## src/rtl/wm_uart_pkg.sv

```systemverilog
package wm_uart_pkg;
  typedef enum logic [2:0] {
    REG_TXD = 3'd0,
    REG_RXD = 3'd1,
    REG_TXC = 3'd2,
    REG_RXC = 3'd3,
    REG_IE  = 3'd4,
    REG_IP  = 3'd5,
    REG_DIV = 3'd6
  } reg_idx_e;

  typedef enum logic [1:0] {
    S_IDLE,
    S_START,
    S_DATA,
    S_STOP
  } ser_state_e;

  localparam int unsigned WM_LSB = 16;
  localparam int unsigned WM_W   = 3;
endpackage

```

## src/rtl/wm_fifo.sv

```systemverilog
module wm_fifo #(
  parameter int unsigned W     = 8,
  parameter int unsigned DEPTH = 8,
  localparam int unsigned CNT_W = $clog2(DEPTH + 1),
  localparam int unsigned PTR_W = (DEPTH > 1) ? $clog2(DEPTH) : 1
) (
  input  logic             clk_i,
  input  logic             rst_ni,
  input  logic             push_i,
  input  logic [W-1:0]     wdata_i,
  input  logic             pop_i,
  output logic [W-1:0]     rdata_o,
  output logic             full_o,
  output logic             empty_o,
  output logic [CNT_W-1:0] count_o
);
  logic [W-1:0]     mem_q [DEPTH];
  logic [PTR_W-1:0] wptr_q, rptr_q;
  logic [CNT_W-1:0] cnt_q;

  function automatic logic [PTR_W-1:0] nxt(input logic [PTR_W-1:0] p);
    return (p == PTR_W'(DEPTH - 1)) ? '0 : p + PTR_W'(1);
  endfunction

  assign full_o  = (cnt_q == CNT_W'(DEPTH));
  assign empty_o = (cnt_q == '0);
  assign count_o = cnt_q;
  assign rdata_o = mem_q[rptr_q];

  always_ff @(posedge clk_i) begin
    if (push_i) mem_q[wptr_q] <= wdata_i;
  end

  always_ff @(posedge clk_i or negedge rst_ni) begin
    if (!rst_ni) begin
      wptr_q <= '0;
      rptr_q <= '0;
      cnt_q  <= '0;
    end else begin
      if (push_i) wptr_q <= nxt(wptr_q);
      if (pop_i)  rptr_q <= nxt(rptr_q);
      if (push_i && !pop_i)      cnt_q <= cnt_q + CNT_W'(1);
      else if (pop_i && !push_i) cnt_q <= cnt_q - CNT_W'(1);
    end
  end

  AST_NO_OVERFLOW: assert property (@(posedge clk_i) disable iff (!rst_ni)
    push_i |-> !full_o);
  AST_NO_UNDERFLOW: assert property (@(posedge clk_i) disable iff (!rst_ni)
    pop_i |-> !empty_o);
endmodule

```

## src/rtl/wm_uart_tx.sv

```systemverilog
module wm_uart_tx
  import wm_uart_pkg::*;
#(
  parameter int unsigned DIV_W = 16
) (
  input  logic             clk_i,
  input  logic             rst_ni,
  input  logic             en_i,
  input  logic             two_stop_i,
  input  logic [DIV_W-1:0] div_i,
  input  logic             empty_i,
  input  logic [7:0]       data_i,
  output logic             pop_o,
  output logic             tx_o
);
  ser_state_e       state_q;
  logic [DIV_W-1:0] cnt_q;
  logic [2:0]       bit_q;
  logic [7:0]       sh_q;
  logic             stop2_q, tx_q, tick, last_stop;

  assign tick      = (cnt_q == '0);
  assign last_stop = (state_q == S_STOP) && tick && !stop2_q;
  // back-to-back frames: load straight out of the final stop bit
  assign pop_o     = en_i && !empty_i && ((state_q == S_IDLE) || last_stop);
  assign tx_o      = tx_q;

  always_ff @(posedge clk_i or negedge rst_ni) begin
    if (!rst_ni) begin
      state_q <= S_IDLE;
      cnt_q   <= '0;
      bit_q   <= '0;
      sh_q    <= '0;
      stop2_q <= 1'b0;
      tx_q    <= 1'b1;
    end else if (pop_o) begin
      state_q <= S_START;
      cnt_q   <= div_i;
      sh_q    <= data_i;
      bit_q   <= '0;
      tx_q    <= 1'b0;
    end else begin
      unique case (state_q)
        S_IDLE: tx_q <= 1'b1;
        S_START: begin
          if (tick) begin
            state_q <= S_DATA;
            cnt_q   <= div_i;
            tx_q    <= sh_q[0];
          end else cnt_q <= cnt_q - DIV_W'(1);
        end
        S_DATA: begin
          if (tick) begin
            cnt_q <= div_i;
            if (bit_q == 3'd7) begin
              state_q <= S_STOP;
              stop2_q <= two_stop_i;
              tx_q    <= 1'b1;
            end else begin
              bit_q <= bit_q + 3'd1;
              sh_q  <= sh_q >> 1;
              tx_q  <= sh_q[1];
            end
          end else cnt_q <= cnt_q - DIV_W'(1);
        end
        S_STOP: begin
          if (tick) begin
            if (stop2_q) begin
              stop2_q <= 1'b0;
              cnt_q   <= div_i;
            end else state_q <= S_IDLE;
          end else cnt_q <= cnt_q - DIV_W'(1);
        end
        default: state_q <= S_IDLE;
      endcase
    end
  end

  AST_TX_START_LOW: assert property (@(posedge clk_i) disable iff (!rst_ni)
    pop_o |=> !tx_o);
  AST_TX_STOP_HIGH: assert property (@(posedge clk_i) disable iff (!rst_ni)
    (state_q == S_STOP) |-> tx_o);
  AST_TX_IDLE_HIGH: assert property (@(posedge clk_i) disable iff (!rst_ni)
    ((state_q == S_IDLE) && !en_i) |=> tx_o);
endmodule

```

## src/rtl/wm_uart_rx.sv

```systemverilog
module wm_uart_rx
  import wm_uart_pkg::*;
#(
  parameter int unsigned DIV_W = 16
) (
  input  logic             clk_i,
  input  logic             rst_ni,
  input  logic             en_i,
  input  logic [DIV_W-1:0] div_i,
  input  logic             rx_i,
  input  logic             full_i,
  output logic             push_o,
  output logic [7:0]       data_o
);
  ser_state_e       state_q;
  logic [DIV_W-1:0] cnt_q;
  logic [2:0]       bit_q;
  logic [7:0]       sh_q;
  logic             s1_q, s2_q, tick;

  assign tick   = (cnt_q == '0);
  assign push_o = (state_q == S_STOP) && tick && s2_q && !full_i;
  assign data_o = sh_q;

  always_ff @(posedge clk_i or negedge rst_ni) begin
    if (!rst_ni) begin
      s1_q <= 1'b1;
      s2_q <= 1'b1;
    end else begin
      s1_q <= rx_i;
      s2_q <= s1_q;
    end
  end

  always_ff @(posedge clk_i or negedge rst_ni) begin
    if (!rst_ni) begin
      state_q <= S_IDLE;
      cnt_q   <= '0;
      bit_q   <= '0;
      sh_q    <= '0;
    end else begin
      unique case (state_q)
        S_IDLE: begin
          if (en_i && !s2_q) begin
            state_q <= S_START;
            cnt_q   <= div_i >> 1;
          end
        end
        S_START: begin
          if (tick) begin
            // line must still be low at mid-bit
            if (!s2_q) begin
              state_q <= S_DATA;
              cnt_q   <= div_i;
              bit_q   <= '0;
            end else state_q <= S_IDLE;
          end else cnt_q <= cnt_q - DIV_W'(1);
        end
        S_DATA: begin
          if (tick) begin
            sh_q  <= {s2_q, sh_q[7:1]};
            cnt_q <= div_i;
            if (bit_q == 3'd7) state_q <= S_STOP;
            else bit_q <= bit_q + 3'd1;
          end else cnt_q <= cnt_q - DIV_W'(1);
        end
        S_STOP: begin
          if (tick) state_q <= S_IDLE;
          else cnt_q <= cnt_q - DIV_W'(1);
        end
        default: state_q <= S_IDLE;
      endcase
    end
  end

  AST_RX_GLITCH_REJECT: assert property (@(posedge clk_i) disable iff (!rst_ni)
    ((state_q == S_START) && tick && s2_q) |=> (state_q == S_IDLE));
  AST_RX_FULL_DROP: assert property (@(posedge clk_i) disable iff (!rst_ni)
    full_i |-> !push_o);
endmodule

```

## src/rtl/wm_uart.sv

```systemverilog
module wm_uart
  import wm_uart_pkg::*;
#(
  parameter int unsigned DIV_W      = 16,
  parameter int unsigned FIFO_DEPTH = 8,
  localparam int unsigned CNT_W     = $clog2(FIFO_DEPTH + 1)
) (
  input  logic        clk_i,
  input  logic        rst_ni,
  input  logic        req_i,
  input  logic        we_i,
  input  logic [4:0]  addr_i,
  input  logic [31:0] wdata_i,
  output logic [31:0] rdata_o,
  input  logic        rx_i,
  output logic        tx_o,
  output logic        irq_o
);
  reg_idx_e         idx;
  logic             wr, rd;
  logic             txen_q, nstop_q, rxen_q;
  logic [WM_W-1:0]  txwm_q, rxwm_q;
  logic [1:0]       ie_q, ip;
  logic [DIV_W-1:0] div_q;
  logic [31:0]      rdata_q, rd_val;

  logic             tx_push, tx_pop, tx_full, tx_empty;
  logic [7:0]       tx_data;
  logic [CNT_W-1:0] tx_cnt;
  logic             rx_push, rx_pop, rx_full, rx_empty;
  logic [7:0]       rx_wdata, rx_rdata;
  logic [CNT_W-1:0] rx_cnt;

  assign idx     = reg_idx_e'(addr_i[4:2]);
  assign wr      = req_i && we_i;
  assign rd      = req_i && !we_i;
  assign tx_push = wr && (idx == REG_TXD) && !tx_full;
  assign rx_pop  = rd && (idx == REG_RXD) && !rx_empty;

  assign ip[0]   = tx_cnt < CNT_W'(txwm_q);
  assign ip[1]   = rx_cnt > CNT_W'(rxwm_q);
  assign irq_o   = |(ip & ie_q);
  assign rdata_o = rdata_q;

  always_comb begin
    rd_val = '0;
    unique case (idx)
      REG_TXD: rd_val = {tx_full, 31'b0};
      REG_RXD: rd_val = rx_empty ? 32'h8000_0000 : {24'b0, rx_rdata};
      REG_TXC: rd_val = {13'b0, txwm_q, 14'b0, nstop_q, txen_q};
      REG_RXC: rd_val = {13'b0, rxwm_q, 15'b0, rxen_q};
      REG_IE:  rd_val = {30'b0, ie_q};
      REG_IP:  rd_val = {30'b0, ip};
      REG_DIV: rd_val = {{(32-DIV_W){1'b0}}, div_q};
      default: rd_val = '0;
    endcase
  end

  always_ff @(posedge clk_i or negedge rst_ni) begin
    if (!rst_ni) begin
      txen_q  <= 1'b0;
      nstop_q <= 1'b0;
      txwm_q  <= '0;
      rxen_q  <= 1'b0;
      rxwm_q  <= '0;
      ie_q    <= '0;
      div_q   <= '0;
      rdata_q <= '0;
    end else begin
      if (rd) rdata_q <= rd_val;
      if (wr) begin
        unique case (idx)
          REG_TXC: begin
            txen_q  <= wdata_i[0];
            nstop_q <= wdata_i[1];
            txwm_q  <= wdata_i[WM_LSB +: WM_W];
          end
          REG_RXC: begin
            rxen_q <= wdata_i[0];
            rxwm_q <= wdata_i[WM_LSB +: WM_W];
          end
          REG_IE:  ie_q  <= wdata_i[1:0];
          REG_DIV: div_q <= wdata_i[DIV_W-1:0];
          default: ;
        endcase
      end
    end
  end

  wm_fifo #(.W(8), .DEPTH(FIFO_DEPTH)) u_tx_fifo (
    .clk_i, .rst_ni,
    .push_i(tx_push), .wdata_i(wdata_i[7:0]),
    .pop_i(tx_pop), .rdata_o(tx_data),
    .full_o(tx_full), .empty_o(tx_empty), .count_o(tx_cnt)
  );

  wm_fifo #(.W(8), .DEPTH(FIFO_DEPTH)) u_rx_fifo (
    .clk_i, .rst_ni,
    .push_i(rx_push), .wdata_i(rx_wdata),
    .pop_i(rx_pop), .rdata_o(rx_rdata),
    .full_o(rx_full), .empty_o(rx_empty), .count_o(rx_cnt)
  );

  wm_uart_tx #(.DIV_W(DIV_W)) u_tx (
    .clk_i, .rst_ni,
    .en_i(txen_q), .two_stop_i(nstop_q), .div_i(div_q),
    .empty_i(tx_empty), .data_i(tx_data),
    .pop_o(tx_pop), .tx_o(tx_o)
  );

  wm_uart_rx #(.DIV_W(DIV_W)) u_rx (
    .clk_i, .rst_ni,
    .en_i(rxen_q), .div_i(div_q), .rx_i(rx_i),
    .full_i(rx_full), .push_o(rx_push), .data_o(rx_wdata)
  );

  AST_RX_EMPTY_FLAG: assert property (@(posedge clk_i) disable iff (!rst_ni)
    (rd && (idx == REG_RXD) && rx_empty) |=> rdata_o[31]);
  AST_TX_FULL_FLAG: assert property (@(posedge clk_i) disable iff (!rst_ni)
    (rd && (idx == REG_TXD)) |=> (rdata_o[31] == $past(tx_full)));
  AST_IRQ_MASKED: assert property (@(posedge clk_i) disable iff (!rst_ni)
    (ie_q == 2'b00) |-> !irq_o);
endmodule

```

## config.mk

```make
export PLATFORM = sky130hd
export DESIGN_NAME = wm_uart
export DESIGN_NICKNAME = d
export VERILOG_FILES = /design/src/rtl/wm_uart_pkg.sv /design/src/rtl/wm_fifo.sv /design/src/rtl/wm_uart_tx.sv /design/src/rtl/wm_uart_rx.sv /design/src/rtl/wm_uart.sv
export SDC_FILE = /design/constraint.sdc
export NUM_CORES = 1
export LEC_CHECK = 0
export ABC_AREA = 1
export BUFFER_PORTS_ARGS = -buffer_cell sky130_fd_sc_hd__buf_2
export CAP_MARGIN = 20
export CORE_MARGIN = 5
export CORE_UTILIZATION = 66
export DETAILED_ROUTE_END_ITERATION = 8
export MAX_ROUTING_LAYER = met4
export PLACE_DENSITY_LB_ADDON = 0.08
export SLEW_MARGIN = 0
export SYNTH_ARGS = -nofsm -noshare
export SYNTH_HDL_FRONTEND = slang
export SYNTH_SLANG_ARGS = --single-unit
```

## constraint.sdc

```tcl
create_clock -name clk_i -period 7.6 [get_ports clk_i]
set_clock_uncertainty 0.15 [all_clocks]
set_input_delay 0.38 -clock clk_i [delete_from_list [all_inputs] [get_ports clk_i]]
set_output_delay 0.38 -clock clk_i [all_outputs]
set_load 0.02 [all_outputs]
```

==> qor.csv <==
metric,value,unit
antenna_found_initial,0,
ir_worst_vdd,0.241,mV
fin_cells,1779,
post_cts_buffers,0,
rsz0062_at_grt,false,
synth.cell_area,12800,µm²
r2r_cells,18,
synth-edff-count,128,
yosys_warnings,0,
die_area,22300,µm²
ios,76,
relSlewSlack,0.288,
cap_violations,0,
yosysSeqAreaShare,0.552,
nNetsFinal,1572,
finalWirelength,28700,µm
ctsRootBufferMaster,clkbuf_16,
drtIter0Drc,804,
worstSetupStartpoint,u_rx.cnt_q[0],
final_area,14200,µm²
hold_ws,0.0232,ns
grt.overflow.total,0,
synth_cells,1443,
wl_per_cell,16.1,µm
drc,0,
initial_core_util,0.665,
die_w,149,µm
firstDrtPassIters,5,
ys_top_cells_by_area,"edfxtp_1 30%, dfrtp_1 25%, nand2_1 13%",
via_per_inst,5.51,
placed_cell_area,13200,µm²
ant_nets,0,
required,7.85,ns
synth_top_area_share,0.300,
critPathKind,register to register,
path_cells,"inv_1, ha_1, nand2_2, nor2_4, nand2_2, nor2_4, nand2_1, inv_2, ha_1, inv_1, ha_1, nand2_1, nand2_1, a21oi_1, nand2_1, nand2_1, nor2_1, xor2_1",
grt_pass1_wl,46700,µm
endpoint,u_rx_fifo.count_o[3],
filler_cell_count,1437,
finalHoldViolations,0,
syn2layout_area_growth,10.8,%
min_from,wdata_i[4],
drv_slew,0,
reg2reg_slack,4.49,ns
h-tree-depth,1,
grt_max_degree,78,
pre_cts_ws,4.52,ns
worst_pin_slew,1.07,ns
grt_pass1_vias,9400,
crit_path_end_kind,register,
finalSetupTns,0,ns
io_buffers,48,
num_vias,9806,
slowest_stage,dfrtp_1,
clock-sinks,257,
avgSynthCellArea,8.88,µm²
period_needed,3.11,ns
cp.arrival,3.36,ns
grt_usage,0.269,
diodes,0,
die_y,149,µm
hold_path_depth,1,
num_rows,51,
drive_above_1_share,0.0971,
post-route-period-util,0.409,
synth-seq-cells,257,
final-setup-viol-count,0,
dpl.hpwl,19000,µm
path_common_cell,nand2_1,
worstSkewPairLatency,0.52,ns
cp-start-kind,register,
max_freq,322,MHz
core_area,19300,µm²
outcome,finished clean,
gp_congestion,0.928,
p_per_area,360,nW/µm²
cts-resized-gates,0,
p_leak,0.00634,µW
cts_tree,done,
path_max_fanout,12,
hold_class,input pin to register,
r2r-end,u_rx_fifo.count_o[3],
synth.distinct_cells,43,
cts.path.max_buffers,3,
synth_largest_area_cell,edfxtp_1,
async_reset_ff_frac,0.502,
setup_ws,4.49,ns
synth-main-ff-cell,edfxtp_1,
slowest_delay,0.38,ns
clk_pin_slew,0.06,ns
r2r_start,u_rx.cnt_q[0],
numCtsBuffers,26,
placed_cells,1716,
[registers in the layout (all words and copies together), names as in the netlist, 4 cells and up, named ones only]
signal,flops
u_rx_fifo.mem_q,64
div_q,16
u_rx_fifo.count_o,4
u_tx.sh_q,8
rdata_o,20
u_rx.cnt_q,16
u_tx_fifo.count_o,4
u_rx.data_o,8
u_tx.cnt_q,16
u_tx_fifo.mem_q,64
[where the power goes]
group	switching (µW)	internal, µW	total [µW]
combinational	1220	620	1840
sequential	266	1680	1950
clock	514	807	1320
[worst min path at each step]
| stage | end |
|---|---|
| after global routing | u_tx_fifo.mem_q[5][4] |
| after global placement | u_rx.s2_q |
| after CTS | u_tx_fifo.mem_q[5][4] |
| after floorplan | async pin |
| final | u_tx_fifo.mem_q[5][4] |
| after detailed placement | u_rx.s2_q |
[timing repair]
| action | CTS | global route |
|---|---|---|
| endpoints found under the hold margin | 86 | 0 |
| setup endpoints to repair | 0 | 0 |
| hold buffers | 12 | 0 |
[through the flow]
step,total power (µW),utilization
floorplan,3350,-
global placement,3710,0.683
detailed placement,3780,0.683
CTS,5110,0.736
global route,5480,0.737
finish,5110,0.737
[worst max-delay path: cells and delay by family (launching register included)]
kind	cells	cell delay (ns)
simple gates	10	1.10
fa+ha+maj	3	0.72
flops	1	0.38
buf+inv	3	0.33
compound gates	1	0.19
xor+xnor	1	0.13
[final cells by class]
class                   count  area (µm²)  area share
inverters                 121         457      0.0322
flip-flops and latches    257        7080       0.498
multi-input cells        1017        4990       0.351
repair buffers             71         452      0.0318
clock buffers              38         777      0.0547
clock inverters            10         120     0.00846
well taps                 265         332      0.0234
[layer usage]
metal	wire length (µm)	part of all wire	vias to the layer above	track usage
li1	-	-	4817	-
met5	0	0	-	-
met3	1420	0.049	59	0.0277
met1	12200	0.43	4670	0.353
met2	14300	0.50	260	0.453
met4	694	0.024	0	0.0746
[kinds of logic (layout without fill, tap and decap cells)]
family	count (synthesis)	count (layout)	share of synthesized area
AO/OA/AOI/OAI	222	222	0.0975
flip-flops	257	257	0.552
other	1	12	0.000293
adder cells (fa/ha/maj)	36	36	0.0363
buffers and inverters	180	240	0.0620
AND/OR/NAND/NOR	720	720	0.233
XOR/XNOR	27	27	0.0185
[layout by cell type (no fill, tap or decap), types with 3 or more instances in the layout]
cell,netlist,routed
xor2_1,19,19
nor2_2,10,11
buf_2,12,49
bufinv_16,0,3
inv_2,10,10
clkbuf_16,0,27
o21ai_0,108,108
o22ai_1,3,3
dfrtp_1,126,126
dfstp_2,3,3
conb_1,1,12
nand2_2,8,8
o211ai_1,31,31
clkbuf_1,22,5
nor2_1,157,156
nand4_1,7,7
edfxtp_1,128,128
o31ai_1,9,9
dlygate4sd3_1,0,12
a21oi_1,38,38
nand2_1,440,440
clkinv_2,0,3
ha_1,34,34
xnor2_1,8,8
buf_4,15,8
clkbuf_8,0,6
nor3_1,12,12
clkinv_1,3,7
nand3_1,71,71
o21ai_1,25,25
inv_1,107,107
nor2_4,7,7
[cell usage after synthesis, types with 3 or more instances]
cell	number
o211ai_1	31
dfrtp_1	126
xor2_1	19
buf_4	15
nand2_1	440
dfstp_2	3
clkinv_1	3
o21ai_1	25
nor2_2	10
o21ai_0	108
inv_2	10
nand3_1	71
nand4_1	7
o22ai_1	3
buf_2	12
ha_1	34
nand2_2	8
a21oi_1	38
edfxtp_1	128
o31ai_1	9
inv_1	107
nor2_1	157
nor3_1	12
buf_1	4
nor2_4	7
clkbuf_1	22
buf_6	6
xnor2_1	8
Power figures use the tool's default switching activity.
